`config.mk`:
```
export PLATFORM = sky130hd
export DESIGN_NAME = cell_access_seq
export DESIGN_NICKNAME = d
export VERILOG_FILES = /design/src/rtl/cell_seq_pkg.sv /design/src/rtl/cell_seq_ctrl.sv /design/src/rtl/cell_seq_dp.sv /design/src/rtl/cell_access_seq.sv
export SDC_FILE = /design/constraint.sdc
export NUM_CORES = 1
export LEC_CHECK = 0
export BUFFER_PORTS_ARGS = -buffer_cell sky130_fd_sc_hd__buf_2
export CORE_MARGIN = 8
export CORE_UTILIZATION = 47
export DETAILED_ROUTE_END_ITERATION = 7
export PLACE_DENSITY_LB_ADDON = 0.05
export SYNTH_ARGS = -nofsm -noshare
export SYNTH_HDL_FRONTEND = slang
export SYNTH_SLANG_ARGS = --single-unit
```
`constraint.sdc`:
```
create_clock -name clk -period 1.8 [get_ports clk]
set_clock_uncertainty 0.1 [all_clocks]
set_input_delay 0.36 -clock clk [delete_from_list [all_inputs] [get_ports clk]]
set_output_delay 0.36 -clock clk [all_outputs]
set_load 0.05 [all_outputs]
```
`src/rtl/cell_seq_pkg.sv`:
```
package cell_seq_pkg;

  typedef enum logic [3:0] {
    S_IDLE,
    S_READ,
    S3_OPEN,
    S3_DRIVE,
    S3_PROP,
    S3_CLOSE,
    S3_REL,
    S2_FLOAT,
    S2_DRIVE,
    S2_LATCH,
    S2_REL
  } seqState_t;

  typedef struct packed {
    logic passOn;
    logic loopClosed;
    logic driveBl;
    logic sampleRd;
    logic capture;
  } cellStrobe_t;

  localparam logic MODE_THREE = 1'b0;
  localparam logic MODE_TWO   = 1'b1;

endpackage

```
`src/rtl/cell_seq_ctrl.sv`:
```
module cell_seq_ctrl
  import cell_seq_pkg::*;
(
  input  logic        clk,
  input  logic        rst,
  input  logic        reqValid,
  input  logic        reqWrite,
  input  logic        modeSel,
  output cellStrobe_t strobe,
  output logic        busy
);

  seqState_t state, stateNext;
  logic      accept;

  assign accept = (state == S_IDLE) && reqValid;

  always_comb begin
    stateNext = state;
    unique case (state)
      S_IDLE: if (reqValid) begin
        if (!reqWrite)               stateNext = S_READ;
        else if (modeSel == MODE_TWO) stateNext = S2_FLOAT;
        else                          stateNext = S3_OPEN;
      end
      S_READ:   stateNext = S_IDLE;
      S3_OPEN:  stateNext = S3_DRIVE;
      S3_DRIVE: stateNext = S3_PROP;
      S3_PROP:  stateNext = S3_CLOSE;
      S3_CLOSE: stateNext = S3_REL;
      S3_REL:   stateNext = S_IDLE;
      S2_FLOAT: stateNext = S2_DRIVE;
      S2_DRIVE: stateNext = S2_LATCH;
      S2_LATCH: stateNext = S2_REL;
      S2_REL:   stateNext = S_IDLE;
      default:  stateNext = S_IDLE;
    endcase
  end

  always_ff @(posedge clk) begin
    if (rst) state <= S_IDLE;
    else     state <= stateNext;
  end

  always_comb begin
    strobe            = '0;
    strobe.loopClosed = 1'b1;
    strobe.capture    = accept && reqWrite;
    unique case (state)
      S_READ:   begin strobe.passOn = 1'b1; strobe.sampleRd = 1'b1; end
      S3_OPEN,
      S2_FLOAT: strobe.loopClosed = 1'b0;
      S3_DRIVE,
      S3_PROP,
      S2_DRIVE: begin strobe.passOn = 1'b1; strobe.loopClosed = 1'b0; strobe.driveBl = 1'b1; end
      S3_CLOSE,
      S2_LATCH: begin strobe.passOn = 1'b1; strobe.driveBl = 1'b1; end
      default:  ;
    endcase
  end

  assign busy = (state != S_IDLE);


  busy_start_chk: assert property (@(posedge clk) disable iff (rst)
    $rose(busy) |-> $past(reqValid));


  loop_open_first_chk: assert property (@(posedge clk) disable iff (rst)
    (strobe.driveBl && !$past(strobe.driveBl)) |-> !$past(strobe.loopClosed));


  reset_idle_chk: assert property (@(posedge clk)
    $past(rst) |-> (!busy && strobe.loopClosed && !strobe.passOn));

endmodule

```
`src/rtl/cell_seq_dp.sv`:
```
module cell_seq_dp
  import cell_seq_pkg::*;
#(
  parameter int DATA_W = 4
) (
  input  logic              clk,
  input  logic              rst,
  input  cellStrobe_t       strobe,
  input  logic [DATA_W-1:0] reqData,
  input  logic [DATA_W-1:0] blIn,
  output logic              wlPass,
  output logic              wlLoop,
  output logic              blOe,
  output logic [DATA_W-1:0] blDrive,
  output logic              rdValid,
  output logic [DATA_W-1:0] rdData
);

  logic [DATA_W-1:0] wrReg;

  always_ff @(posedge clk) begin
    if (rst) begin
      wrReg   <= '0;
      rdData  <= '0;
      rdValid <= 1'b0;
    end else begin
      if (strobe.capture)  wrReg  <= reqData;
      if (strobe.sampleRd) rdData <= blIn;
      rdValid <= strobe.sampleRd;
    end
  end

  assign wlPass = strobe.passOn;
  assign wlLoop = strobe.loopClosed;
  assign blOe   = strobe.driveBl;

  for (genvar i = 0; i < DATA_W; i++) begin : g_bitDrive
    assign blDrive[i] = strobe.driveBl & wrReg[i];
  end


  oe_needs_pass_chk: assert property (@(posedge clk) disable iff (rst)
    blOe |-> wlPass);


  drive_stable_chk: assert property (@(posedge clk) disable iff (rst)
    (blOe && $past(blOe)) |-> $stable(blDrive));


  rd_pulse_chk: assert property (@(posedge clk) disable iff (rst)
    rdValid |=> !rdValid);


  release_closed_chk: assert property (@(posedge clk) disable iff (rst)
    $fell(blOe) |-> (!wlPass && wlLoop));

endmodule

```
`src/rtl/cell_access_seq.sv`:
```
module cell_access_seq
  import cell_seq_pkg::*;
#(
  parameter int DATA_W = 4
) (
  input  logic              clk,
  input  logic              rst,
  input  logic              modeSel,
  input  logic              reqValid,
  input  logic              reqWrite,
  input  logic [DATA_W-1:0] reqData,
  output logic              reqReady,
  output logic              busy,
  output logic              wlPass,
  output logic              wlLoop,
  output logic              blOe,
  output logic [DATA_W-1:0] blDrive,
  input  logic [DATA_W-1:0] blIn,
  output logic              rdValid,
  output logic [DATA_W-1:0] rdData
);

  cellStrobe_t strobe;

  cell_seq_ctrl i_ctrl (
    .clk      (clk),
    .rst      (rst),
    .reqValid (reqValid),
    .reqWrite (reqWrite),
    .modeSel  (modeSel),
    .strobe   (strobe),
    .busy     (busy)
  );

  cell_seq_dp #(.DATA_W(DATA_W)) i_dp (
    .clk     (clk),
    .rst     (rst),
    .strobe  (strobe),
    .reqData (reqData),
    .blIn    (blIn),
    .wlPass  (wlPass),
    .wlLoop  (wlLoop),
    .blOe    (blOe),
    .blDrive (blDrive),
    .rdValid (rdValid),
    .rdData  (rdData)
  );

  assign reqReady = ~busy;

endmodule

```
After elaboration in Yosys (flattened, before gate mapping). Index checks and enable logic that the tools add are counted.

Register bits after elaboration: 13. Logic and storage cells: 33.

Equality and inequality tests: 9. Mux-type cells: 8. Bitwise gates (word level): 5. Reductions and logical operators: 7.

Operators with widths (number): 4-bit case mux with 8 select lines (1); 4-bit by 3-bit equality test with 1-bit output (second input constant) (3); 5-bit OR reduction (2); 4-bit by 2-bit equality test with 1-bit output (second input constant) (2); 4-bit equality test (second input constant) (2); 4-bit two-way mux (2); 6-bit OR reduction (1); 1-bit bitwise AND (4); 4-bit by 1-bit equality test with 1-bit output (second input constant) (1); 4-bit logical NOT (1); 1-bit two-way mux (4); 4-bit nonzero test (1); 3-bit two-way mux (1); 1-bit logical AND (2); 2-bit != test (second input constant) (1); 1-bit inverter (1).

Logic depth before layout (Yosys ltp).
Word-level depth: 4. Mapped depth: 5. Gate-level depth less buffers: 4.

Cells and area by module. From an unflattened synthesis, not the netlist that was laid out.

Cell total of the unflattened synthesis: 80. Area total of the unflattened synthesis: 700.7 um^2.

By module, submodules not included: cell_seq_dp (times used 1, cells an instance 36, area each 371.6 um^2, sequential area each 180.2 um^2); cell_seq_ctrl (times used 1, cells an instance 43, area each 325.3 um^2, sequential area each 80.1 um^2); cell_access_seq (times used 1, cells an instance 1, area each 3.8 um^2, sequential area each 0.0 um^2).

Worst setup path before layout. OpenSTA, ideal clock, no wires.

Kind: register to output. From: register i_ctrl.state[0]. To: output port wlLoop. Data arrival time: 1.852 ns. Required time: 1.340 ns. Slack: -0.512 ns. Stages on the path, launching flop included: 5. Path through: dfxtp_1 -> buf_2 -> nand2b_1 -> xnor2_1 -> o21ai_0.

Longest elaborated chain between the ends: 3. Elaborated cells on any way between the ends: 7.

Ends and longest elaborated chain: start, declared (line cell_seq_ctrl.sv:13) `seqState_t state, stateNext;`; start signal, assigned (line cell_seq_ctrl.sv:42) `else state <= stateNext;`; 4-bit by 2-bit equality test with 1-bit output (tied with other cells) (line cell_seq_ctrl.sv:49) `unique case (state)`; 5-bit OR reduction (no line) *; 1-bit two-way mux * (line cell_seq_ctrl.sv:49); end, declared (line cell_access_seq.sv:15) `output logic wlLoop,`.

Every way passes the cells marked *; elsewhere a longest branch is shown, timed or not.

Final worst setup path.
From: register i_ctrl.state[2]. To: output port blDrive[3].

Longest elaborated chain between the ends: 4. Elaborated cells on any way between the ends: 8.

Ends and longest elaborated chain: 4-bit by 2-bit equality test with 1-bit output (tied with other cells) (line cell_seq_ctrl.sv:49); 5-bit OR reduction (no line) *; 1-bit two-way mux * (line cell_seq_ctrl.sv:49); 1-bit bitwise AND * (line cell_seq_dp.sv:38) `assign blDrive[i] = strobe.driveBl & wrReg[i];`; end, declared (line cell_access_seq.sv:17) `output logic [DATA_W-1:0] blDrive,`.

Marks and branches as above.

==> out/metrics.yaml <==
run_status:
  outcome: "complete, but fails checks"
  violations: "negative setup slack"
drt:
  dr.pass1.iters: 4
  routed_wl_um: 2059
  ant_nets: 0
  vias_per_cell: 5.418
  num_vias: 764
  avgRoutedWirePerCell_um: 14.60
  drc: 0
  drtIter0Drc: 9
layout:
  drive_above_1_share_pct: 54.40
  regArea_um2: 270.3
  area_growth_pct: 59.22
  fin_nets: 139
  nFillCells: 103
  multi_input_area_um2: 514.2
  num_antenna_cells: 0
setup_path:
  path_cells: "buf_4, nor2_2, nand2_4, a21boi_4, buf_6"
  criticalPathCategory: "reg2out"
  cpPeakStageDelay_ps: 350
  reg2regPathDepth: 7
  timing.rr.end: "i_dp.wrReg[2]"
  critPathLaunchType: "flip-flop"
  crit_path_max_fanout: 7
  cp.arrival_ps: 1390
  cp_data_required_time_ps: 1340
  r2r_start: "i_ctrl.state[3]"
  critPathSlowestCell: "dfxtp_2"
  ff2ff_setup_slack_ps: 280
  critPathCaptureType: "primary output"
global_routing:
  grt_pass1_wl_um: 3436
  grt.total_usage_pct: 12.71
  grt_pass1_vias: 766
  antenna_found_initial: 0
  overflow: 0
  grt_start_max_net_pins: 12
pwr:
  pwr_density_cell_nw_per_um2: 780.2
  p_leak_nw: 0.4973
  max-vdd-ir-drop_mv: 0.5305
clock_network:
  clock_latency_ps: 270
  numCtsBuffers: 3
  cts_tree: "yes"
  hold_buffers: 0
  h-tree-depth: 1
  clock-sinks: 13
  clockBufferDepth: 2
  cts_root_buf: "clkbuf_4"
  cts.clk_slew.worst_paths_ps: 90
yosys:
  ys_types: 31
  ys_seq_elements: 13
  syn_area_um2: 739.5
  synth.avg_cell_area_um2: 8.598
  syn_nets: 99
  seq_area_frac_synth_pct: 35.19
  syn_inst: 86
  ys_warn_count: 0
sta:
  slew_viol_final: 0
  timing.final.crit_period_ps: 1855
  fin_crit_sh_pct: 103.0
  grt_setup_unrepaired: "yes"
  tns_ps: -251.0
  setup_violations: 6
  maxSlewHeadroom_pct: 66.82
  fin_ws_ps: -54.84
  hold_violations: 0
  worst_pin_slew_ps: 493.1
  fmax_ghz: 0.5391
floorplanning:
  num_rows: 14
  die_area_um2: 3099
  ios: 27
  core_area_um2: 1489
  dieHeight_um: 55.67
  die_x_um: 55.67
  start_util_pct: 49.66
placed_design:
  io_buffers: 26
  gp_congestion: 0.7289
  post-dp-hpwl_um: 1482
  dp_slack_ps: 39.27
hold_path:
  hold_depth: 3
  hp-start: "blIn[3]"
  min-delay-path-class: "in2reg"
  whs_endpoint: "i_dp.rdData[3]"
flow_run:
  drv_cap: 0
[flip-flops by register name (all words and copies together), names as in the netlist]
name / cells
i_dp.wrReg: 4
i_dp.rdValid: 1
i_ctrl.state: 4
i_dp.rdData: 4
[report_power, final]
part / internal [mW] / switching, mW
combinational: 0.177 / 0.234
sequential: 0.308 / 0.0171
clock: 0.0856 / 0.0962
total: 0.571 / 0.347
[critical path: cells and delay by family, from the launching register on]
kind | cells | cell delay, ps
simple gates | 2 | 270
flops | 1 | 350
compound gates | 1 | 180
buf+inv | 2 | 320
[per-stage QoR]
stage	instances	power [mW]	instance area [um^2]	util [%]	hold WS [ps]
2_1_floorplan	86	0.5817	814.5	-	359.5
3_3_place_gp	132	0.6487	997.2	66.97	339.0
3_5_place_dp	132	0.6536	997.2	66.97	344.8
4_1_cts	140	0.9051	1155	77.56	219.0
5_1_grt	141	0.9580	1177	79.08	236.9
6_report	141	0.9186	1177	79.08	221.5
[layer usage]
layer / track usage, % / vias to the layer above / part of all wire [%]
met4: 2.113 / 0 / 0.63
met5: 0 / - / 0
met2: 23.56 / 19 / 52
met3: 4.795 / 2 / 7.0
met1: 13.25 / 349 / 41
li1: - / 394 / -
[worst max-delay path by stage]
stage	startpoint	depth (start not counted)	slack, ps	to
after detailed placement	i_ctrl.state[1]	4	40	blDrive[0]
after global placement	i_ctrl.state[3]	3	70	reqReady
after floorplan	i_ctrl.state[2]	5	-90	i_dp.wrReg[0]
after CTS	i_ctrl.state[1]	4	-70	blDrive[3]
final	i_ctrl.state[2]	5	-50	blDrive[3]
after global routing	i_ctrl.state[2]	4	-100	blDrive[3]
[timing repair]
action	4_1_cts	5_1_grt
pin swaps	5	1
buffers inserted	4	1
resized for setup	32	4
endpoints found under the setup margin	9	9
[synthesized netlist by cell type (all sizes together)]
| cell | number | share of area (%) |
|---|---|---|
| o21ai | 6 | 4.1 |
| a21oi | 9 | 6.1 |
| nand3 | 1 | 0.68 |
| nand4b | 1 | 1.2 |
| nand2 | 12 | 6.1 |
| nand2b | 2 | 1.7 |
| xor2 | 1 | 1.2 |
| a21o | 2 | 2.0 |
| nor2 | 2 | 1.0 |
| nand4 | 4 | 3.4 |
| a21boi | 4 | 4.1 |
| nor4 | 4 | 5.4 |
| dfxtp | 13 | 35 |
| a2111oi | 2 | 4.1 |
| o31ai | 1 | 1.0 |
| buf | 7 | 6.4 |
| nor2b | 1 | 0.85 |
| o21bai | 2 | 2.0 |
| nor4b | 1 | 3.2 |
| nor3 | 2 | 1.4 |
| o21a | 1 | 1.0 |
| a211o | 1 | 1.2 |
| and3b | 1 | 1.2 |
| xnor2 | 1 | 1.2 |
| nand3b | 2 | 2.0 |
| clkbuf | 1 | 0.51 |
| or4b | 1 | 1.4 |
| inv | 1 | 0.51 |
[cell families after synthesis]
group                     share of synthesized area (%)
AOI/OAI and AO/OA                                 25.55
xor gates and xnor gates                          2.369
and+or+nand+nor                                   29.44
buffers and inverters                             7.443
DFF                                               35.19
[cell usage in the layout, fill, tap and decap left out, types with 2 or more instances in the layout]
master	n
a2111oi_2	2
a21boi_4	4
a21oi_1	9
buf_2	17
buf_4	14
buf_6	8
buf_8	4
clkbuf_4	3
dfxtp_1	9
dfxtp_2	2
dfxtp_4	2
nand2_1	10
nand3b_1	2
nand4_1	4
nor3_1	2
nor4_1	3
o21ai_1	4
o21bai_1	2
[area by class of cell]
class                      instances  area share [%]
clock buffer                       4           2.232
inverter                           1          0.5313
multi-input combinational         64           43.68
sequential                        13           22.95
tap                               16           1.700
timing repair buffer              43           28.91
Power figures use the tool's default switching activity.
